$ cat src/rtl/rtc_snap_pkg.sv
package rtc_snap_pkg;

  typedef enum logic [1:0] {
    XFER_IDLE  = 2'd0,
    XFER_READ  = 2'd1,
    XFER_WRITE = 2'd2
  } xferState_t;

  // strobes issued by the control unit to the datapath
  typedef struct packed {
    logic capture;    // freeze live time into snapshot
    logic holdLatch;  // take wrData/byteAddr into the holding register
    logic shadowWr;   // move held byte into the shadow buffer
    logic commit;     // valid end of write: request a load
  } snapStrobes_t;

endpackage

$ cat src/rtl/rtc_snap_ctrl.sv
module rtc_snap_ctrl
  import rtc_snap_pkg::*;
#(
  parameter int NBYTES = 8,
  localparam int ADDR_W = $clog2(NBYTES)
) (
  input  logic              clk,
  input  logic              rstN,
  input  logic              rdMode,
  input  logic              byteStrobe,
  input  logic              ackEvt,
  input  logic              stopEvt,
  input  logic              abortEvt,
  input  logic              wrEnable,
  input  logic [ADDR_W-1:0] holdAddr,
  output snapStrobes_t      strobes
);

  xferState_t        state;
  logic [NBYTES-1:0] fillMask;
  logic              holdValid;
  logic              closing;
  logic              allFilled;

  assign closing   = stopEvt || abortEvt;
  assign allFilled = &fillMask;

  always_comb begin
    strobes           = '0;
    strobes.capture   = ackEvt && rdMode && (state != XFER_READ) && !closing;
    strobes.holdLatch = byteStrobe && !rdMode && !closing;
    strobes.shadowWr  = ackEvt && !rdMode && holdValid && !closing;
    strobes.commit    = stopEvt && !abortEvt && (state == XFER_WRITE)
                        && allFilled && wrEnable;
  end

  always_ff @(posedge clk) begin
    if (!rstN) begin
      state <= XFER_IDLE;
    end else if (closing) begin
      state <= XFER_IDLE;
    end else if (strobes.capture) begin
      state <= XFER_READ;
    end else if (strobes.holdLatch) begin
      state <= XFER_WRITE;
    end
  end

  always_ff @(posedge clk) begin
    if (!rstN) begin
      holdValid <= 1'b0;
    end else if (closing || strobes.shadowWr) begin
      holdValid <= 1'b0;
    end else if (strobes.holdLatch) begin
      holdValid <= 1'b1;
    end
  end

  generate
    for (genvar b = 0; b < NBYTES; b++) begin : g_fill
      always_ff @(posedge clk) begin
        if (!rstN) begin
          fillMask[b] <= 1'b0;
        end else if (closing) begin
          fillMask[b] <= 1'b0;
        end else if (strobes.shadowWr && (holdAddr == ADDR_W'(b))) begin
          fillMask[b] <= 1'b1;
        end
      end
    end
  endgenerate

endmodule

$ cat src/rtl/rtc_snap_dp.sv
module rtc_snap_dp
  import rtc_snap_pkg::*;
#(
  parameter int NBYTES   = 8,
  parameter int TICK_DIV = 32768,
  localparam int ADDR_W = $clog2(NBYTES),
  localparam int TIME_W = NBYTES * 8,
  localparam int CNT_W  = $clog2(TICK_DIV)
) (
  input  logic              clk,
  input  logic              rstN,
  input  snapStrobes_t      strobes,
  input  logic [ADDR_W-1:0] byteAddr,
  input  logic [7:0]        wrData,
  input  logic [TIME_W-1:0] liveTime,
  output logic [ADDR_W-1:0] holdAddr,
  output logic [7:0]        rdData,
  output logic              loadPulse,
  output logic [TIME_W-1:0] loadData,
  output logic              secTick,
  output logic [TIME_W-1:0] snapshotFlat
);

  localparam logic [CNT_W-1:0] CNT_LAST = CNT_W'(TICK_DIV - 1);

  logic [7:0]       snapByte   [NBYTES];
  logic [7:0]       shadowByte [NBYTES];
  logic [7:0]       holdData;
  logic [CNT_W-1:0] preCnt;

  always_ff @(posedge clk) begin
    if (!rstN) begin
      holdAddr <= '0;
      holdData <= '0;
    end else if (strobes.holdLatch) begin
      holdAddr <= byteAddr;
      holdData <= wrData;
    end
  end

  generate
    for (genvar b = 0; b < NBYTES; b++) begin : g_byte
      always_ff @(posedge clk) begin
        if (!rstN) begin
          snapByte[b] <= '0;
        end else if (strobes.capture) begin
          snapByte[b] <= liveTime[b*8 +: 8];
        end
      end

      always_ff @(posedge clk) begin
        if (!rstN) begin
          shadowByte[b] <= '0;
        end else if (strobes.shadowWr && (holdAddr == ADDR_W'(b))) begin
          shadowByte[b] <= holdData;
        end
      end

      assign loadData[b*8 +: 8]     = shadowByte[b];
      assign snapshotFlat[b*8 +: 8] = snapByte[b];
    end
  endgenerate

  assign rdData = snapByte[byteAddr];

  always_ff @(posedge clk) begin
    if (!rstN) begin
      loadPulse <= 1'b0;
    end else begin
      loadPulse <= strobes.commit;
    end
  end

  // one-second prescaler, restarted by a load
  always_ff @(posedge clk) begin
    if (!rstN) begin
      preCnt <= '0;
    end else if (loadPulse || (preCnt == CNT_LAST)) begin
      preCnt <= '0;
    end else begin
      preCnt <= preCnt + 1'b1;
    end
  end

  assign secTick = (preCnt == CNT_LAST) && !loadPulse;

endmodule

$ cat src/rtl/rtc_snap_commit.sv
module rtc_snap_commit
  import rtc_snap_pkg::*;
#(
  parameter int NBYTES   = 8,
  parameter int TICK_DIV = 32768,
  localparam int ADDR_W = $clog2(NBYTES),
  localparam int TIME_W = NBYTES * 8
) (
  input  logic              clk,
  input  logic              rstN,
  input  logic              rdMode,
  input  logic              byteStrobe,
  input  logic              ackEvt,
  input  logic              stopEvt,
  input  logic              abortEvt,
  input  logic              wrEnable,
  input  logic [ADDR_W-1:0] byteAddr,
  input  logic [7:0]        wrData,
  input  logic [TIME_W-1:0] liveTime,
  output logic [7:0]        rdData,
  output logic              loadPulse,
  output logic [TIME_W-1:0] loadData,
  output logic              secTick
);

  snapStrobes_t      strobes;
  logic [ADDR_W-1:0] holdAddr;
  logic [TIME_W-1:0] snapshotFlat;

  rtc_snap_ctrl #(.NBYTES(NBYTES)) u_ctrl (
    .clk        (clk),
    .rstN       (rstN),
    .rdMode     (rdMode),
    .byteStrobe (byteStrobe),
    .ackEvt     (ackEvt),
    .stopEvt    (stopEvt),
    .abortEvt   (abortEvt),
    .wrEnable   (wrEnable),
    .holdAddr   (holdAddr),
    .strobes    (strobes)
  );

  rtc_snap_dp #(.NBYTES(NBYTES), .TICK_DIV(TICK_DIV)) u_dp (
    .clk          (clk),
    .rstN         (rstN),
    .strobes      (strobes),
    .byteAddr     (byteAddr),
    .wrData       (wrData),
    .liveTime     (liveTime),
    .holdAddr     (holdAddr),
    .rdData       (rdData),
    .loadPulse    (loadPulse),
    .loadData     (loadData),
    .secTick      (secTick),
    .snapshotFlat (snapshotFlat)
  );

endmodule

$ cat config.mk
export PLATFORM = sky130hd
export DESIGN_NAME = rtc_snap_commit
export DESIGN_NICKNAME = d
export VERILOG_FILES = /design/src/rtl/rtc_snap_pkg.sv /design/src/rtl/rtc_snap_ctrl.sv /design/src/rtl/rtc_snap_dp.sv /design/src/rtl/rtc_snap_commit.sv
export SDC_FILE = /design/constraint.sdc
export NUM_CORES = 1
export LEC_CHECK = 0
export BUFFER_PORTS_ARGS = -buffer_cell sky130_fd_sc_hd__buf_2
export CAP_MARGIN = 30
export CORE_AREA = 2 2 144 146
export DETAILED_ROUTE_END_ITERATION = 8
export DIE_AREA = 0 0 146 148
export GPL_TIMING_DRIVEN = 0
export HOLD_SLACK_MARGIN = 0.12
export PLACE_DENSITY = 0.6
export RECOVER_POWER = 100
export SETUP_SLACK_MARGIN = 0.05
export SLEW_MARGIN = 20
export SYNTH_ARGS = -nofsm -noshare
export SYNTH_HDL_FRONTEND = slang
export SYNTH_HIERARCHICAL = 1
export SYNTH_SLANG_ARGS = --single-unit
$ cat constraint.sdc
create_clock -name clk -period 3.6 [get_ports clk]
set_input_delay 0.72 -clock clk [delete_from_list [all_inputs] [get_ports clk]]
set_output_delay 0.72 -clock clk [all_outputs]
set_load 0.01 [all_outputs]
======== Word level (Yosys, flattened, before mapping) ========
Memory sizes are Yosys's and may differ from the RTL's.
Cells that the tools add are included.
W data, S select, Z words.
word-level totals
  flip-flop bits (word level) ............. 38
  memory bits (writable) .................. 128
  bits of input ports ..................... 83
  output and inout port bits .............. 74
  logic and storage cells ................. 126
  memories kept ........................... 2
cells by class
  $add $sub $neg .......................... 1
  equality and inequality tests ........... 10
  muxes and demuxes ....................... 46
  bitwise operators ....................... 17
  reductions and logical operators ........ 35
memory list
  name             words  bits a word  rd ports  clocked after Yosys merged registers in  write ports  line               source
  u_dp.shadowByte  8      8            8         0                                        8            rtc_snap_dp.sv:27  logic [7:0] shadowByte [NBYTES];
  u_dp.snapByte    8      8            1         0                                        8            rtc_snap_dp.sv:26  logic [7:0] snapByte [NBYTES];
operator list
  kind                     count
  $mux W8                  16
  $mux W1                  30
  $logic_and A1 B1 Y1      21
  $or A1 B1 Y1             16
  $add A15 B1 Y15 const B  1
  $eq A15 B15 Y1 const B   1
  $eq A3 B3 Y1 const B     4
  $reduce_and A8 Y1        1
  $eq A3 B2 Y1 const B     2
  $reduce_or A2 Y1         3
  $logic_not A1 Y1         4
  $eq A3 B1 Y1 const B     1
  $logic_not A3 Y1         1
  $logic_or A1 B1 Y1       3
  $reduce_or A3 Y1         1
  $eq A2 B2 Y1 const B     1
  $ne A2 B1 Y1 const B     1
  $reduce_bool A2 Y1       1
  $not A1 Y1               1

======== Logic depth before layout (Yosys ltp) ========
  word-level depth ........................ 9
  depth in mapped cells ................... 6
  depth with buffers taken out ............ 5

======== By module ========
Netlist, hierarchy kept.
by module, submodules not included
  module         times used  cells an instance  area each (sq um)  seq. area each (sq um)
  rtc_snap_dp    1           434                6461.2             4384.2
  rtc_snap_ctrl  1           54                 475.5              220.2

======== Least setup slack after synthesis ========
No wires, ideal clock.
  kind .................................... input port to flip-flop
  start point ............................. in stopEvt
  end point ............................... mem u_dp.snapByte[0][0], enable pin
  library setup time ...................... 0.433 ns
  arrival ................................. 3.042 ns
  required time ........................... 3.167 ns
  path slack .............................. 0.125 ns
  cell stages on the path ................. 3
  buffers on the path ..................... 1
  cell sequence ........................... a2111oi_0 clkbuf_1 nand2b_1
RTL lines
  what                line                   source
  start: declaration  rtc_snap_commit.sv:14  input logic stopEvt,
  end: declaration    rtc_snap_dp.sv:26

======== Worst setup path in the final report ========
  start point ............................. in byteAddr[1]
  end point ............................... out rdData[5]
on the way
  cells in the longest elaborated chain, start to end .. 1
RTL lines
  what                line                   source
  start: declaration  rtc_snap_commit.sv:17  input logic [ADDR_W-1:0] byteAddr,
  $mem_v2 Z8 W8       --
  end: declaration    rtc_snap_commit.sv:20  output logic [7:0] rdData,
No other way between the ends.

==> run_results.csv <==
group,metric,value,unit
routing,wl_per_cell,16.8,um
cts,clock_sinks,166,
sta,rsz0062_at_grt,"no",
cts,htree_num_levels,4,
pwr,switching_power,0.989,mW
setup_path,critPathMaxStageDelay,0.40,ns
setup_path,worstPathCellList,"clkbuf_1 > buf_2 > mux4_1 > mux2_2 > clkbuf_1",
synth,yosys_warnings,6,
pwr,power_frac_comb,5.6,%
cts,cts_tree,"done",
floorplan,initial_core_util,34.6,%
final_layout,fillers,1933,
cts,clock_latency,0.42,ns
sta,clock.fmax,0.327,GHz
synth,yosys.area_share.simple,19.3,%
final_layout,num_antenna_cells,0,
flow_run,cap_violations,0,
routing,vias,4546,
sta,final.min_clock_period,3.06,ns
synth,synth.distinct_cells,41,
routing,drtPass1Iterations,5,
sta,min_period_over_period,85.0,%
global_routing,overflow,0,
worst_hold_path,hold_path.class,"flip-flop to flip-flop",
global_routing,grt_pass1_wl,24600,um
place,portBuffers,153,
setup_path,cp_max_fo,10,
global_routing,first_global_vias,4747,
cts,cts_max_path_buffers,2,
routing,route.detailed.drc,0,
synth,synth_top_flop_cell,"edfxtp_1",
final_layout,drive_gt1_share,18.6,%
cts,post_cts_buffers,0,
final_layout,nets,750,
sta,report.final.slew_viol_count,0,
sta,skew,0.00960,ns
global_routing,grt_max_degree,47,
setup_path,cpMostUsedCell,"clkbuf_1",
synth,synth_edf_count,128,
synth,synth_area_leaders,"edfxtp_1, dfxtp_1, mux4_1",
floorplan,core-area,20000,um2
place,post-place-cells,914,
global_routing,antenna_found_initial,0,
synth,synth_xor_area_share,1.39,%
setup_path,startpoint_type,"primary input",
status,status,"finished clean",
pwr,seqPwrFrac,51.0,%
pwr,swShare,23.6,%
floorplan,fp.dieH,148,um
place,placed_cell_area,8080,um2
synth,synth_top_cell_area_share,55.4,%
pwr,power_density,490,nW/um2
sta,worst_slew_pin_slew,1.34,ns
floorplan,die-area,21600,um2
synth,synth_top_family_by_area,"simple AND/OR/NAND/NOR gates",
synth,ys_ff_latch,166,
cts,numCtsBuffers,17,
synth,synthMuxAreaShare,8.95,%
floorplan,die_width,146,um
routing,via_per_inst,4.79,
synth,synth.largest_area_cell,"edfxtp_1",
synth,synth_cells,488,
routing,wl,15900,um
setup_path,crit_type,"primary input to output pin",
synth,postSynth.asyncResetShare,0,%
setup_path,endpoint_kind,"output pin",
synth,synth.most_common_cell,"edfxtp_1",
floorplan,rows,52,
sta,fin_setup_tns,0,ns
cts,cts_resized,0,
cts,clk_pin_slew,0.07,ns
setup_path,cp.arrival,2.34,ns
synth,syn-cell-area,6940,um2
pwr,pwr-share-clk,43.5,%
synth,syn_area_per_cell,14.2,um2
sta,maxSlewHeadroom,9.55,%
routing,drtIter0Drc,217,
setup_path,critPathSlowestCell,"clkbuf_1",
cts,cts_root_buf,"clkbuf_16",
synth,synth-seq-area-share,66.4,%
place,hpwl,11500,um
final_layout,syn_to_final_growth,23.5,%
final_layout,final_cells,949,
floorplan,ioPinCount,157,
routing,drtAntennaViolNets,0,
setup_path,worst_ep_required_time,2.88,ns
synth,synthAdderAreaFrac,0.180,%
pwr,p_leak,3.39,nW
pwr,power.internal,3.21,mW
sta,holdWs,0.474,ns
global_routing,grt.total_usage,14.8,%
final_layout,final_cell_area,8560,um2
place,gp_congestion,0.789,
sta,hold_violations,0,
sta,finalSetupViolations,0,
synth,synth_top_cells_by_count,"edfxtp_1, and2_1, and3_1",
synth,syn_nets,572,
pwr,vdd_drop_max,0.320,mV
synth,synth_compound_gate_area_share,1.91,%
cts,hold_buffers,0,
-- layer usage --
metal  routed length [um]  track usage (%)  share of wire (%)  vias to the layer above
li1                     -                -                  -                     2180
met1                 6900             18.6                 43                     2171
met2                 7740             25.3                 49                      172
met3                 1030             4.14                6.5                       23
met4                  229             4.03                1.4                        0
met5                    0                0                  0                        -
-- worst paths after layout --
check	cells after the start	endpoint	startpoint	slack (ns)
worst min register to register	2	u_ctrl/fillMask[4]	u_ctrl/fillMask[4]	0.47
worst max register to register	5	u_dp/snapByte[4][4]	u_ctrl/state[1]	0.88
worst max-delay path	5	rdData[5]	byteAddr[1]	0.54
worst min-delay path	2	u_ctrl/fillMask[4]	u_ctrl/fillMask[4]	0.47
-- flip-flops by register name, summed over array words and instances, names as in the netlist --
| signal | count |
|---|---|
| u_ctrl/state | 2 |
| u_dp/loadPulse | 1 |
| u_dp/snapByte | 64 |
| u_dp/preCnt | 15 |
| u_ctrl/fillMask | 8 |
| u_dp/holdData | 8 |
| u_dp/shadowByte | 64 |
| u_dp/holdAddr | 3 |
| u_ctrl/holdValid | 1 |
-- critical path, delay by kind of cell --
| kind | cells | cell delay (ns) |
|---|---|---|
| buffers and inverters | 3 | 0.90 |
| multiplexers | 2 | 0.71 |
-- metrics by stage --
| stage | setup slack, ns | utilization (%) | power, mW |
|---|---|---|---|
| after floorplan | 0.125 | - | 2.30 |
| after global placement | -0.991 | 40.1 | 2.42 |
| after detailed placement | 0.488 | 40.3 | 2.43 |
| after CTS | 0.495 | 43.4 | 4.27 |
| after global routing | 0.317 | 42.7 | 4.34 |
| final | 0.540 | 42.7 | 4.20 |
-- cell type report --
type                            count  area [um2]  share of cell area [%]
Buffer                             25         121                    1.42
Clock buffer                       17         425                    4.97
Clock inverter                     15         184                    2.15
Inverter                            2        7.51                  0.0877
Multi-Input combinational cell    295        2180                    25.5
Sequential cell                   166        4600                    53.8
Tap cell                          270         338                    3.94
Timing Repair Buffer              159         699                    8.17
-- cells in the final DEF (no fill, tap or decap), drive strengths merged, types with 6 or more instances in the layout --
cell type    n
a21oi       11
and2        66
and3        65
buf         85
clkbuf     116
clkinv       7
dfxtp       38
edfxtp     128
inv          9
mux2         8
mux2i       11
mux4        16
nand2       12
nand2b       6
nand3        7
nor2        30
nor2b       13
o21ai        8
xor2         9
-- power by group through the flow --
stage	logic [mW]	registers, mW	clock network (mW)
after detailed placement	0.248	2.18	0
after floorplan	0.109	2.19	0
after global placement	0.239	2.18	0
after CTS	0.248	2.14	1.88
final	0.233	2.14	1.83
after global routing	0.255	2.15	1.94
-- kinds of logic (layout without fill, tap and decap cells) --
kind of cell	count (synthesis)	count (layout)
compound gates	24	24
xor+xnor	11	11
fa+ha+maj	1	1
buf+inv	27	218
flops	166	166
mux	35	35
simple gates	224	224
Note: power is estimated with default switching activity, not from simulation.
